<file path="config.mk">
export PLATFORM = sky130hd
export DESIGN_NAME = brg_bank
export DESIGN_NICKNAME = d
export VERILOG_FILES = /design/src/rtl/brg_pkg.sv /design/src/rtl/brg_regbank.sv /design/src/rtl/brg_prescale.sv /design/src/rtl/brg_channel.sv /design/src/rtl/brg_bank.sv
export SDC_FILE = /design/constraint.sdc
export NUM_CORES = 2
export LEC_CHECK = 0
export ABC_AREA = 1
export BUFFER_PORTS_ARGS = -buffer_cell sky130_fd_sc_hd__buf_4
export CAP_MARGIN = 20
export CORE_MARGIN = 3
export CORE_UTILIZATION = 50
export DETAILED_ROUTE_END_ITERATION = 16
export PLACE_DENSITY_LB_ADDON = 0.12
export SLEW_MARGIN = 20
export SYNTH_ARGS = -nofsm -noshare
export SYNTH_HDL_FRONTEND = slang
export SYNTH_SLANG_ARGS = --single-unit
</file>
<file path="constraint.sdc">
create_clock -name clk -period 1.8 [get_ports clk]
set_input_delay 0 -clock clk [delete_from_list [all_inputs] [get_ports clk]]
set_output_delay 0 -clock clk [all_outputs]
set_load 0.05 [all_outputs]
</file>
<file path="src/rtl/brg_pkg.sv">
package brg_pkg;

  localparam int REG_W   = 32;
  localparam int DIV_W   = 12;
  localparam int EN_POS  = 16;
  localparam int DIV_LSB = 1;
  localparam int PRE_POS = 0;

  typedef struct packed {
    logic             en;
    logic             pre16;
    logic [DIV_W-1:0] div_m1;
  } brg_cfg_t;

  function automatic brg_cfg_t cfg_decode(input logic [REG_W-1:0] w);
    brg_cfg_t c;
    c.en     = w[EN_POS];
    c.pre16  = w[PRE_POS];
    c.div_m1 = w[DIV_LSB +: DIV_W];
    return c;
  endfunction

  function automatic logic [REG_W-1:0] cfg_encode(input brg_cfg_t c);
    logic [REG_W-1:0] w;
    w                   = '0;
    w[EN_POS]           = c.en;
    w[PRE_POS]          = c.pre16;
    w[DIV_LSB +: DIV_W] = c.div_m1;
    return w;
  endfunction

  // odd ratio (field even) is illegal without the prescaler
  function automatic logic cfg_ratio_odd(input brg_cfg_t c);
    return !c.pre16 && !c.div_m1[0];
  endfunction

endpackage

</file>
<file path="src/rtl/brg_regbank.sv">
module brg_regbank
  import brg_pkg::*;
#(
  parameter int NUM_CH = 16,
  parameter int IDX_W  = 5
) (
  input  logic              clk,
  input  logic              rst_n,
  input  logic              wr_en,
  input  logic [IDX_W-1:0]  wr_idx,
  input  logic [REG_W-1:0]  wr_data,
  input  logic [IDX_W-1:0]  rd_idx,
  output logic [REG_W-1:0]  rd_data,
  output brg_cfg_t          cfg_wr,
  output brg_cfg_t          cfg_q [NUM_CH],
  output logic [NUM_CH-1:0] wr_hit,
  output logic [NUM_CH-1:0] odd_err
);

  assign cfg_wr = cfg_decode(wr_data);

  for (genvar g = 0; g < NUM_CH; g++) begin : g_reg
    localparam logic [IDX_W-1:0] MY_IDX = IDX_W'(g + 1);

    assign wr_hit[g] = wr_en && (wr_idx == MY_IDX);

    always_ff @(posedge clk) begin
      if (!rst_n) begin
        cfg_q[g]   <= '0;
        odd_err[g] <= 1'b0;
      end else if (wr_hit[g]) begin
        cfg_q[g] <= cfg_wr;
        if (cfg_ratio_odd(cfg_wr)) odd_err[g] <= 1'b1;
      end
    end
  end

  always_comb begin
    rd_data = '0;
    for (int i = 0; i < NUM_CH; i++) begin
      if (rd_idx == IDX_W'(i + 1)) rd_data = cfg_encode(cfg_q[i]);
    end
  end

endmodule

</file>
<file path="src/rtl/brg_prescale.sv">
module brg_prescale #(
  parameter int HALF_DIV = 2,
  parameter int PRE_DIV  = 16
) (
  input  logic clk,
  input  logic rst_n,
  input  logic clr,
  input  logic run,
  input  logic pre16,
  output logic pulse
);

  localparam int SPAN = HALF_DIV * PRE_DIV;
  localparam int CW   = $clog2(SPAN);
  localparam logic [CW-1:0] LIM_LO = CW'(HALF_DIV - 1);
  localparam logic [CW-1:0] LIM_HI = CW'(SPAN - 1);

  logic [CW-1:0] cnt;
  logic [CW-1:0] lim;

  assign lim   = pre16 ? LIM_HI : LIM_LO;
  assign pulse = run && !clr && (cnt == lim);

  always_ff @(posedge clk) begin
    if (!rst_n)            cnt <= '0;
    else if (clr || !run)  cnt <= '0;
    else if (cnt == lim)   cnt <= '0;
    else                   cnt <= cnt + 1'b1;
  end

endmodule

</file>
<file path="src/rtl/brg_channel.sv">
module brg_channel
  import brg_pkg::*;
#(
  parameter int HALF_DIV = 2,
  parameter int PRE_DIV  = 16
) (
  input  logic     clk,
  input  logic     rst_n,
  input  logic     wr_hit,
  input  brg_cfg_t cfg_wr,
  input  brg_cfg_t cfg_q,
  output logic     tick,
  output logic     sq_clk
);

  brg_cfg_t         act;
  logic [DIV_W-1:0] cnt;
  logic [DIV_W-1:0] mid;
  logic             stop;
  logic             restart;
  logic             pulse;
  logic             term;

  assign stop    = wr_hit && !cfg_wr.en;
  assign restart = wr_hit && cfg_wr.en && !act.en;
  assign mid     = act.div_m1 >> 1;
  assign term    = pulse && (cnt == act.div_m1);

  brg_prescale #(
    .HALF_DIV (HALF_DIV),
    .PRE_DIV  (PRE_DIV)
  ) u_pre (
    .clk   (clk),
    .rst_n (rst_n),
    .clr   (stop || restart),
    .run   (act.en),
    .pre16 (act.pre16),
    .pulse (pulse)
  );

  always_ff @(posedge clk) begin
    if (!rst_n) begin
      act    <= '0;
      cnt    <= '0;
      tick   <= 1'b0;
      sq_clk <= 1'b0;
    end else begin
      tick <= 1'b0;
      if (stop || restart) begin
        act    <= cfg_wr;
        cnt    <= '0;
        sq_clk <= 1'b0;
      end else if (term) begin
        // period boundary: pick up any pending configuration
        tick   <= 1'b1;
        cnt    <= '0;
        act    <= cfg_q;
        sq_clk <= (act.div_m1 == '0) ? !sq_clk : 1'b1;
      end else if (pulse) begin
        cnt <= cnt + 1'b1;
        if (cnt == mid) sq_clk <= 1'b0;
      end
    end
  end

endmodule

</file>
<file path="src/rtl/brg_bank.sv">
module brg_bank
  import brg_pkg::*;
#(
  parameter int NUM_CH   = 16,
  parameter int HALF_DIV = 2,
  parameter int PRE_DIV  = 16,
  parameter int IDX_W    = $clog2(NUM_CH + 1)
) (
  input  logic              clk,
  input  logic              rst_n,
  input  logic              wr_en,
  input  logic [IDX_W-1:0]  wr_idx,
  input  logic [REG_W-1:0]  wr_data,
  input  logic [IDX_W-1:0]  rd_idx,
  output logic [REG_W-1:0]  rd_data,
  output logic [NUM_CH-1:0] tick,
  output logic [NUM_CH-1:0] sq_clk,
  output logic [NUM_CH-1:0] odd_err
);

  brg_cfg_t          cfg_wr;
  brg_cfg_t          cfg_q [NUM_CH];
  logic [NUM_CH-1:0] wr_hit;

  brg_regbank #(
    .NUM_CH (NUM_CH),
    .IDX_W  (IDX_W)
  ) u_regs (
    .clk     (clk),
    .rst_n   (rst_n),
    .wr_en   (wr_en),
    .wr_idx  (wr_idx),
    .wr_data (wr_data),
    .rd_idx  (rd_idx),
    .rd_data (rd_data),
    .cfg_wr  (cfg_wr),
    .cfg_q   (cfg_q),
    .wr_hit  (wr_hit),
    .odd_err (odd_err)
  );

  for (genvar g = 0; g < NUM_CH; g++) begin : g_ch
    brg_channel #(
      .HALF_DIV (HALF_DIV),
      .PRE_DIV  (PRE_DIV)
    ) u_ch (
      .clk    (clk),
      .rst_n  (rst_n),
      .wr_hit (wr_hit[g]),
      .cfg_wr (cfg_wr),
      .cfg_q  (cfg_q[g]),
      .tick   (tick[g]),
      .sq_clk (sq_clk[g])
    );
  end

endmodule

</file>
Word level (Yosys, flattened, before mapping)

Index checks and enable logic that the tools add are counted.

Add/subtract/negate cells: 32
Eq/ne operators: 80
Muxes and demuxes: 144
Bitwise gates (word level): 1
Reduce and logical (&&, ||, !) cells: 340

Operators with widths:

| cell                                                                   | count |
|---|---|
| 14-bit two-way mux                                                     | 32 |
| 17-bit two-way mux                                                     | 16 |
| 12-bit by 1-bit adder with 12-bit output (second input constant)       | 16 |
| 12-bit by 11-bit equality test with 1-bit output                       | 16 |
| 12-bit equality test                                                   | 16 |
| 12-bit logical NOT                                                     | 16 |
| 1-bit logical AND                                                      | 113 |
| 2-bit nonzero test                                                     | 48 |
| 3-bit OR reduction                                                     | 32 |
| 5-bit by 1-bit adder with 5-bit output (second input constant)         | 16 |
| 5-bit by 4-bit equality test with 1-bit output (second input constant) | 16 |
| 5-bit equality test                                                    | 16 |
| 1-bit two-way mux                                                      | 80 |
| 5-bit two-way mux                                                      | 16 |
| 2-bit AND reduction                                                    | 32 |
| 1-bit logical NOT                                                      | 51 |
| 5-bit by 3-bit equality test with 1-bit output (second input constant) | 8 |
| 1-bit logical OR                                                       | 32 |
| 2-bit OR reduction                                                     | 16 |
| 5-bit by 2-bit equality test with 1-bit output (second input constant) | 4 |
| 5-bit by 1-bit equality test with 1-bit output (second input constant) | 2 |
| 5-bit equality test (second input constant)                            | 2 |
| 1-bit inverter                                                         | 1 |

Register bits after elaboration: 768
Input bits: 45
Output and inout bits: 80
Logic and storage cells: 773

Logic depth before layout (Yosys ltp)

Word-level depth: 17
Depth in mapped cells: 15
Mapped depth without buffers: 14

Cells and area by module

From an unflattened synthesis, not the netlist that was laid out.

Cell total of the unflattened synthesis: 7,446
Area total of the unflattened synthesis: 45,487.4 sq um

Modules (own cells, without submodules):

| module                                  | times used | cells each | area an instance (sq um) | sequential area each (sq um) |
|---|---|---|---|---|
| brg_channel                             | 16         | 332        | 1,928.1                  | 560.5 |
| brg_regbank                             | 1          | 1,546      | 10,533.9                 | 4,804.6 |
| brg_prescale at g_ch[11].u_ch.u_pre ... | 14         | 37         | 257.7                    | 100.1 |
| brg_prescale at g_ch[10].u_ch.u_pre     | 1          | 35         | 250.2                    | 100.1 |
| brg_prescale at g_ch[0].u_ch.u_pre      | 1          | 35         | 245.2                    | 100.1 |

Least setup slack after synthesis

OpenSTA, ideal clock, no wires.

Path kind: reg2reg
From: register g_ch[6].u_ch.cnt[7]
To: register g_ch[6].u_ch.act[10] (netlist name)
Arrival: 1,701 ps
Setup slack: -20 ps
Cell stages (with the launch flop): 11
Clock period less this slack: 1,820 ps
Cells stage by stage: dfxtp_1 -> clkbuf_1 -> xnor2_1 -> nand3_1 -> nor4_1 -> nand3_2 -> nand2_1 -> inv_2 -> buf_2 -> o21ai_0 -> a21oi_1

Word-level cells in the longest chain between the ends: 3

Ends and longest elaborated chain:

| item                                | RTL line          | RTL |
|---|---|---|
| from (decl)                         | brg_channel.sv:17 | `logic [DIV_W-1:0] cnt;` |
| from (signal assigned)              | brg_channel.sv:60 | `cnt <= cnt + 1'b1;` |
| 12-bit equality test                | brg_channel.sv:27 | `assign term = pulse && (cnt == act.div_m1);` |
| 1-bit logical AND                   | brg_channel.sv:27 |  |
| 2-bit nonzero test (no source line) | n/a               |  |
| to (signal assigned)                | brg_channel.sv:50 | `act <= cfg_wr;` |
| to (signal assigned)                | brg_channel.sv:57 | `act <= cfg_q;` |
| to (decl)                           | brg_channel.sv:16 | `brg_cfg_t act;` |

No other way between the ends.
A chain may end at the register's enable or synchronous reset.

Worst setup path in the final report

From: register, netlist name u_regs.cfg_q[145]
To: output rd_data[6]

Word-level cells in the longest chain between the ends: 11

Ends and longest elaborated chain:

| item                              | RTL line          | RTL |
|---|---|---|
| 17-bit two-way mux (11 in series) | brg_regbank.sv:41 | `if (rd_idx == IDX_W'(i + 1)) rd_data = cfg_encode(cfg_q[i]);` |
| to (decl)                         | brg_bank.sv:15    | `output logic [REG_W-1:0] rd_data,` |

No other way between the ends.

==> impl_metrics.env <==
export IMPL_status="finished, violations left"
export IMPL_violations="negative setup slack"
export IMPL_cts_sinks=768
export IMPL_core_area_sq_um=76450
export IMPL_leakagePower_nw=21.28
export IMPL_rows=101
export IMPL_clockBufferDepth=3
export IMPL_hp_class="in2reg"
export IMPL_max_freq_mhz=444.0
export IMPL_synth_seq_area_share_pct=39.55
export IMPL_tritoncts="built"
export IMPL_r2r_end="g_ch[3].u_ch.act[9]$_SDFFE_PN0P_"
export IMPL_setup_ws_ns=-0.4522
export IMPL_fin_skew_ns=0.01744
export IMPL_reg2reg_from="g_ch[3].u_ch.act[12]$_SDFFE_PN0P_"
export IMPL_via_count=40383
export IMPL_finalCritPeriodShare_pct=125.1
export IMPL_die_area_sq_um=81140
export IMPL_ys_seq_elements=768
export IMPL_die_h_microns=284.8
export IMPL_worstMarginPinSlew_ns=0.6273
export IMPL_syn_inst=5571
export IMPL_antenna_found_initial=4
export IMPL_grt_pass1_vias=37525
export IMPL_cpPeakStageDelay_ns=0.37
export IMPL_drv_cap=0
export IMPL_worstSetupStartpointType="register"
export IMPL_power_per_cell_area_nw_per_um2=724.3
export IMPL_ir_drop_mv=0.6842
export IMPL_holdPathStages=5
export IMPL_syn_area_sq_um=38880
export IMPL_start_util_pct=50.85
export IMPL_layout_drive_gt1_share_pct=26.42
export IMPL_setup_tns_ns=-5.944
export IMPL_async_reset_ff_share_pct=0
export IMPL_reg2regPathDepth=11
export IMPL_ios=125
export IMPL_reg2reg_slack_ns=-0.09
export IMPL_grt_pass1_wl_microns=203000
export IMPL_drv_slew=0
export IMPL_portBuffers=88
export IMPL_period_needed_ns=2.252
export IMPL_syn2layout_area_growth_pct=32.23
export IMPL_hold_viol=0
export IMPL_dp_final_hpwl_microns=97280
export IMPL_rsz0062_at_grt="true"
export IMPL_grt_usage_pct=31.11
export IMPL_crit_chain="nand3_2 -> nand2_2 -> inv_2 -> nand4_1 -> nand2_2 -> nand3_2 -> nand2_2 -> nand3_2 -> nand2_2 -> nand4_1 -> buf_6"
export IMPL_cts_made_buffers=86
export IMPL_grt_overflow=0
export IMPL_fin_nets=6344
export IMPL_antenna_left=0
export IMPL_postSynthAreaPerCell_sq_um=6.979
export IMPL_synth_distinct_cells=55
export IMPL_crit_fanout=2
export IMPL_synth_edf_count=0
export IMPL_worstHoldStart="wr_idx[2]"
export IMPL_grt_max_degree=112
export IMPL_yosys_warnings=0
export IMPL_end_kind="primary output"
export IMPL_setup_viol=41
export IMPL_wirelength_microns=134400
export IMPL_crit_arrival_ns=2.25
export IMPL_place_area_sq_um=45240
export IMPL_min_to="u_regs.cfg_q[69]$_SDFFE_PN0P_"
export IMPL_drc=0
export IMPL_viasPerCell=5.484
export IMPL_drt_initial_drc_count=3724
export IMPL_die_w_microns=284.8
export IMPL_clk_transition_reported_paths_ns=0.06
export IMPL_required_ns=1.80
export IMPL_synthFlopType="dfxtp_1"
export IMPL_critPathKind="reg2out"
export IMPL_worstSkewPairLatency_ns=0.63
export IMPL_final_area_sq_um=51410
export IMPL_slew_limit_headroom_pct=57.10
export IMPL_cp_slowest_cell="dfxtp_4"
export IMPL_cts_root_buffer="clkbuf_16"
export IMPL_gp_congestion=1.004
export IMPL_path_common_cell="nand2_2"
export IMPL_htreeDepth=3
export IMPL_first_pass_iters=6
export IMPL_post_drt_wl_per_cell_microns=18.25
## metrics by stage
| step | power (W) | worst slack (ns) | hold WS (ns) | std cells | util (%) |
|---|---|---|---|---|---|
| 2_1_floorplan | 0.01873 | 0.04773 | 0.1604 | 5588 | - |
| 3_3_place_gp | 0.01974 | -0.2437 | 0.3674 | 7090 | 59.17 |
| 3_5_place_dp | 0.01975 | -0.3173 | 0.3678 | 7090 | 59.17 |
| 4_1_cts | 0.03718 | -0.4734 | 0.0007851 | 7292 | 63.94 |
| 5_1_grt | 0.03827 | -0.5227 | 0.02439 | 7362 | 67.24 |
| 6_report | 0.03724 | -0.4522 | 0.01637 | 7364 | 67.24 |
## power by group
group	total [W]	internal, W	leakage, nW	switching [W]
sequential	0.0172	0.0171	6.27	0.000139
combinational	0.00246	0.000873	13.7	0.00159
clock	0.0175	0.0103	1.35	0.00721
## critical path, delay by kind of cell (launching register included)
kind,cells,cell delay [ns]
buf+inv,2,0.29
flops,1,0.37
simple gates,9,0.95
## Yosys cell counts (5+ instances only)
| cell type | n | area share (%) |
|---|---|---|
| nand2_2 | 22 | 0.35 |
| a2111oi_0 | 10 | 0.23 |
| a31oi_1 | 20 | 0.32 |
| nand3_2 | 12 | 0.31 |
| buf_2 | 51 | 0.66 |
| or2_0 | 9 | 0.14 |
| nand2_1 | 1090 | 11 |
| dfxtp_1 | 768 | 40 |
| nor3b_1 | 10 | 0.19 |
| nand4_1 | 172 | 2.8 |
| buf_4 | 56 | 1.1 |
| o2111ai_1 | 7 | 0.16 |
| nand4_2 | 5 | 0.16 |
| nor3_1 | 116 | 1.5 |
| clkbuf_1 | 198 | 1.9 |
| xor2_1 | 225 | 5.1 |
| nor4_1 | 80 | 1.3 |
| or2_2 | 46 | 0.74 |
| o211ai_1 | 11 | 0.21 |
| nand3_1 | 159 | 2.0 |
| a21oi_1 | 487 | 6.3 |
| ha_1 | 32 | 1.0 |
| o21ai_0 | 710 | 9.1 |
| nor2_1 | 551 | 5.3 |
| inv_2 | 33 | 0.32 |
| xnor2_1 | 54 | 1.2 |
| nor2_4 | 13 | 0.38 |
| nor2_2 | 22 | 0.35 |
| inv_1 | 502 | 4.8 |
| o22ai_1 | 32 | 0.51 |
| a211oi_1 | 7 | 0.14 |
| nor3_2 | 8 | 0.21 |
| clkbuf_2 | 5 | 0.064 |
## how the worst max path moves through the flow
stage | startpoint | slack (ns) | end | cells past startpoint
6_report | u_regs.cfg_q[145]$_SDFFE_PN0P_ | -0.45 | rd_data[6] | 11
5_1_grt | u_regs.cfg_q[211]$_SDFFE_PN0P_ | -0.52 | rd_data[2] | 11
4_1_cts | u_regs.cfg_q[215]$_SDFFE_PN0P_ | -0.47 | rd_data[6] | 11
3_5_place_dp | wr_idx[4] | -0.32 | g_ch[9].u_ch.cnt[2]$_SDFFE_PP0P_ | 13
3_3_place_gp | wr_idx[4] | -0.24 | g_ch[9].u_ch.cnt[6]$_SDFFE_PP0P_ | 13
2_1_floorplan | g_ch[10].u_ch.cnt[7]$_SDFFE_PP0P_ | 0.05 | g_ch[10].u_ch.act[4]$_SDFFE_PN0P_ | 10
## cells by family (layout without fill, tap and decap cells)
| kind of cell | after synthesis | in the layout | synth area share [%] |
|---|---|---|---|
| other cells | 1 | 20 | 0.009646 |
| flops | 768 | 768 | 39.55 |
| buf+inv | 854 | 1597 | 9.024 |
| xor+xnor | 279 | 279 | 6.285 |
| compound gates | 1310 | 1310 | 17.52 |
| simple gates | 2327 | 2328 | 26.58 |
| fa+ha+maj | 32 | 32 | 1.030 |
## placed cells by master, fill, tap and decap left out, types with 14 or more instances in the layout
| cell type | n |
|---|---|
| a21oi_1 | 437 |
| a21oi_2 | 52 |
| a31oi_1 | 20 |
| buf_12 | 43 |
| buf_4 | 774 |
| buf_6 | 52 |
| clkbuf_1 | 25 |
| clkbuf_16 | 92 |
| clkbuf_8 | 17 |
| conb_1 | 18 |
| dfxtp_1 | 629 |
| dfxtp_2 | 111 |
| dfxtp_4 | 28 |
| dlygate4sd3_1 | 19 |
| ha_1 | 32 |
| inv_1 | 488 |
| inv_2 | 29 |
| inv_4 | 14 |
| nand2_1 | 1010 |
| nand2_2 | 77 |
| nand2_4 | 24 |
| nand3_1 | 135 |
| nand3_2 | 22 |
| nand3_4 | 14 |
| nand4_1 | 172 |
| nor2_1 | 483 |
| nor2_2 | 57 |
| nor2_4 | 47 |
| nor3_1 | 77 |
| nor3_2 | 38 |
| nor4_1 | 58 |
| nor4_2 | 15 |
| o21ai_0 | 614 |
| o21ai_1 | 57 |
| o21ai_2 | 42 |
| o22ai_1 | 32 |
| or2_2 | 41 |
| xnor2_1 | 52 |
| xor2_1 | 224 |
## routing by layer
metal  track usage (%)  wire length [microns]  up-vias
li1                  -                      -    19769
met1             40.58                  55780    18855
met4             11.50                   5200        4
met2             50.63                  62190     1432
met3             6.675                  11220      323
met5                 0                     21        -
## state kept, by name, indices dropped and copies added (netlist names)
| name | count |
|---|---|
| g_ch.u_ch.cnt | 192 |
| u_regs.odd_err | 16 |
| g_ch.u_ch.act | 224 |
| u_regs.cfg_q | 224 |
| g_ch.u_ch.tick | 16 |
| g_ch.u_ch.sq_clk | 16 |
| g_ch.u_ch.u_pre.cnt | 80 |
## area by class of cell
type / count / area (sq um)
antenna: 2 / 5.005
clock buffer: 131 / 2555
clock inverter: 22 / 231.5
fill: 6678 / 25050
inverter: 539 / 2095
multi-input combinational: 3967 / 21920
sequential: 768 / 15620
tap: 1030 / 1289
timing repair buffer: 901 / 7670
timing repair inverter: 4 / 25.02
## repair_timing
item | 4_1_cts | 5_1_grt
hold buffers | 22 | 2
pin swaps | 78 | 220
endpoints found under the hold margin | 347 | 1
gates resized for setup | 180 | 633
setup endpoints to repair | 153 | 433
cloned | 0 | 10
buffers inserted | 28 | 63
Power figures use the tool's default switching activity.
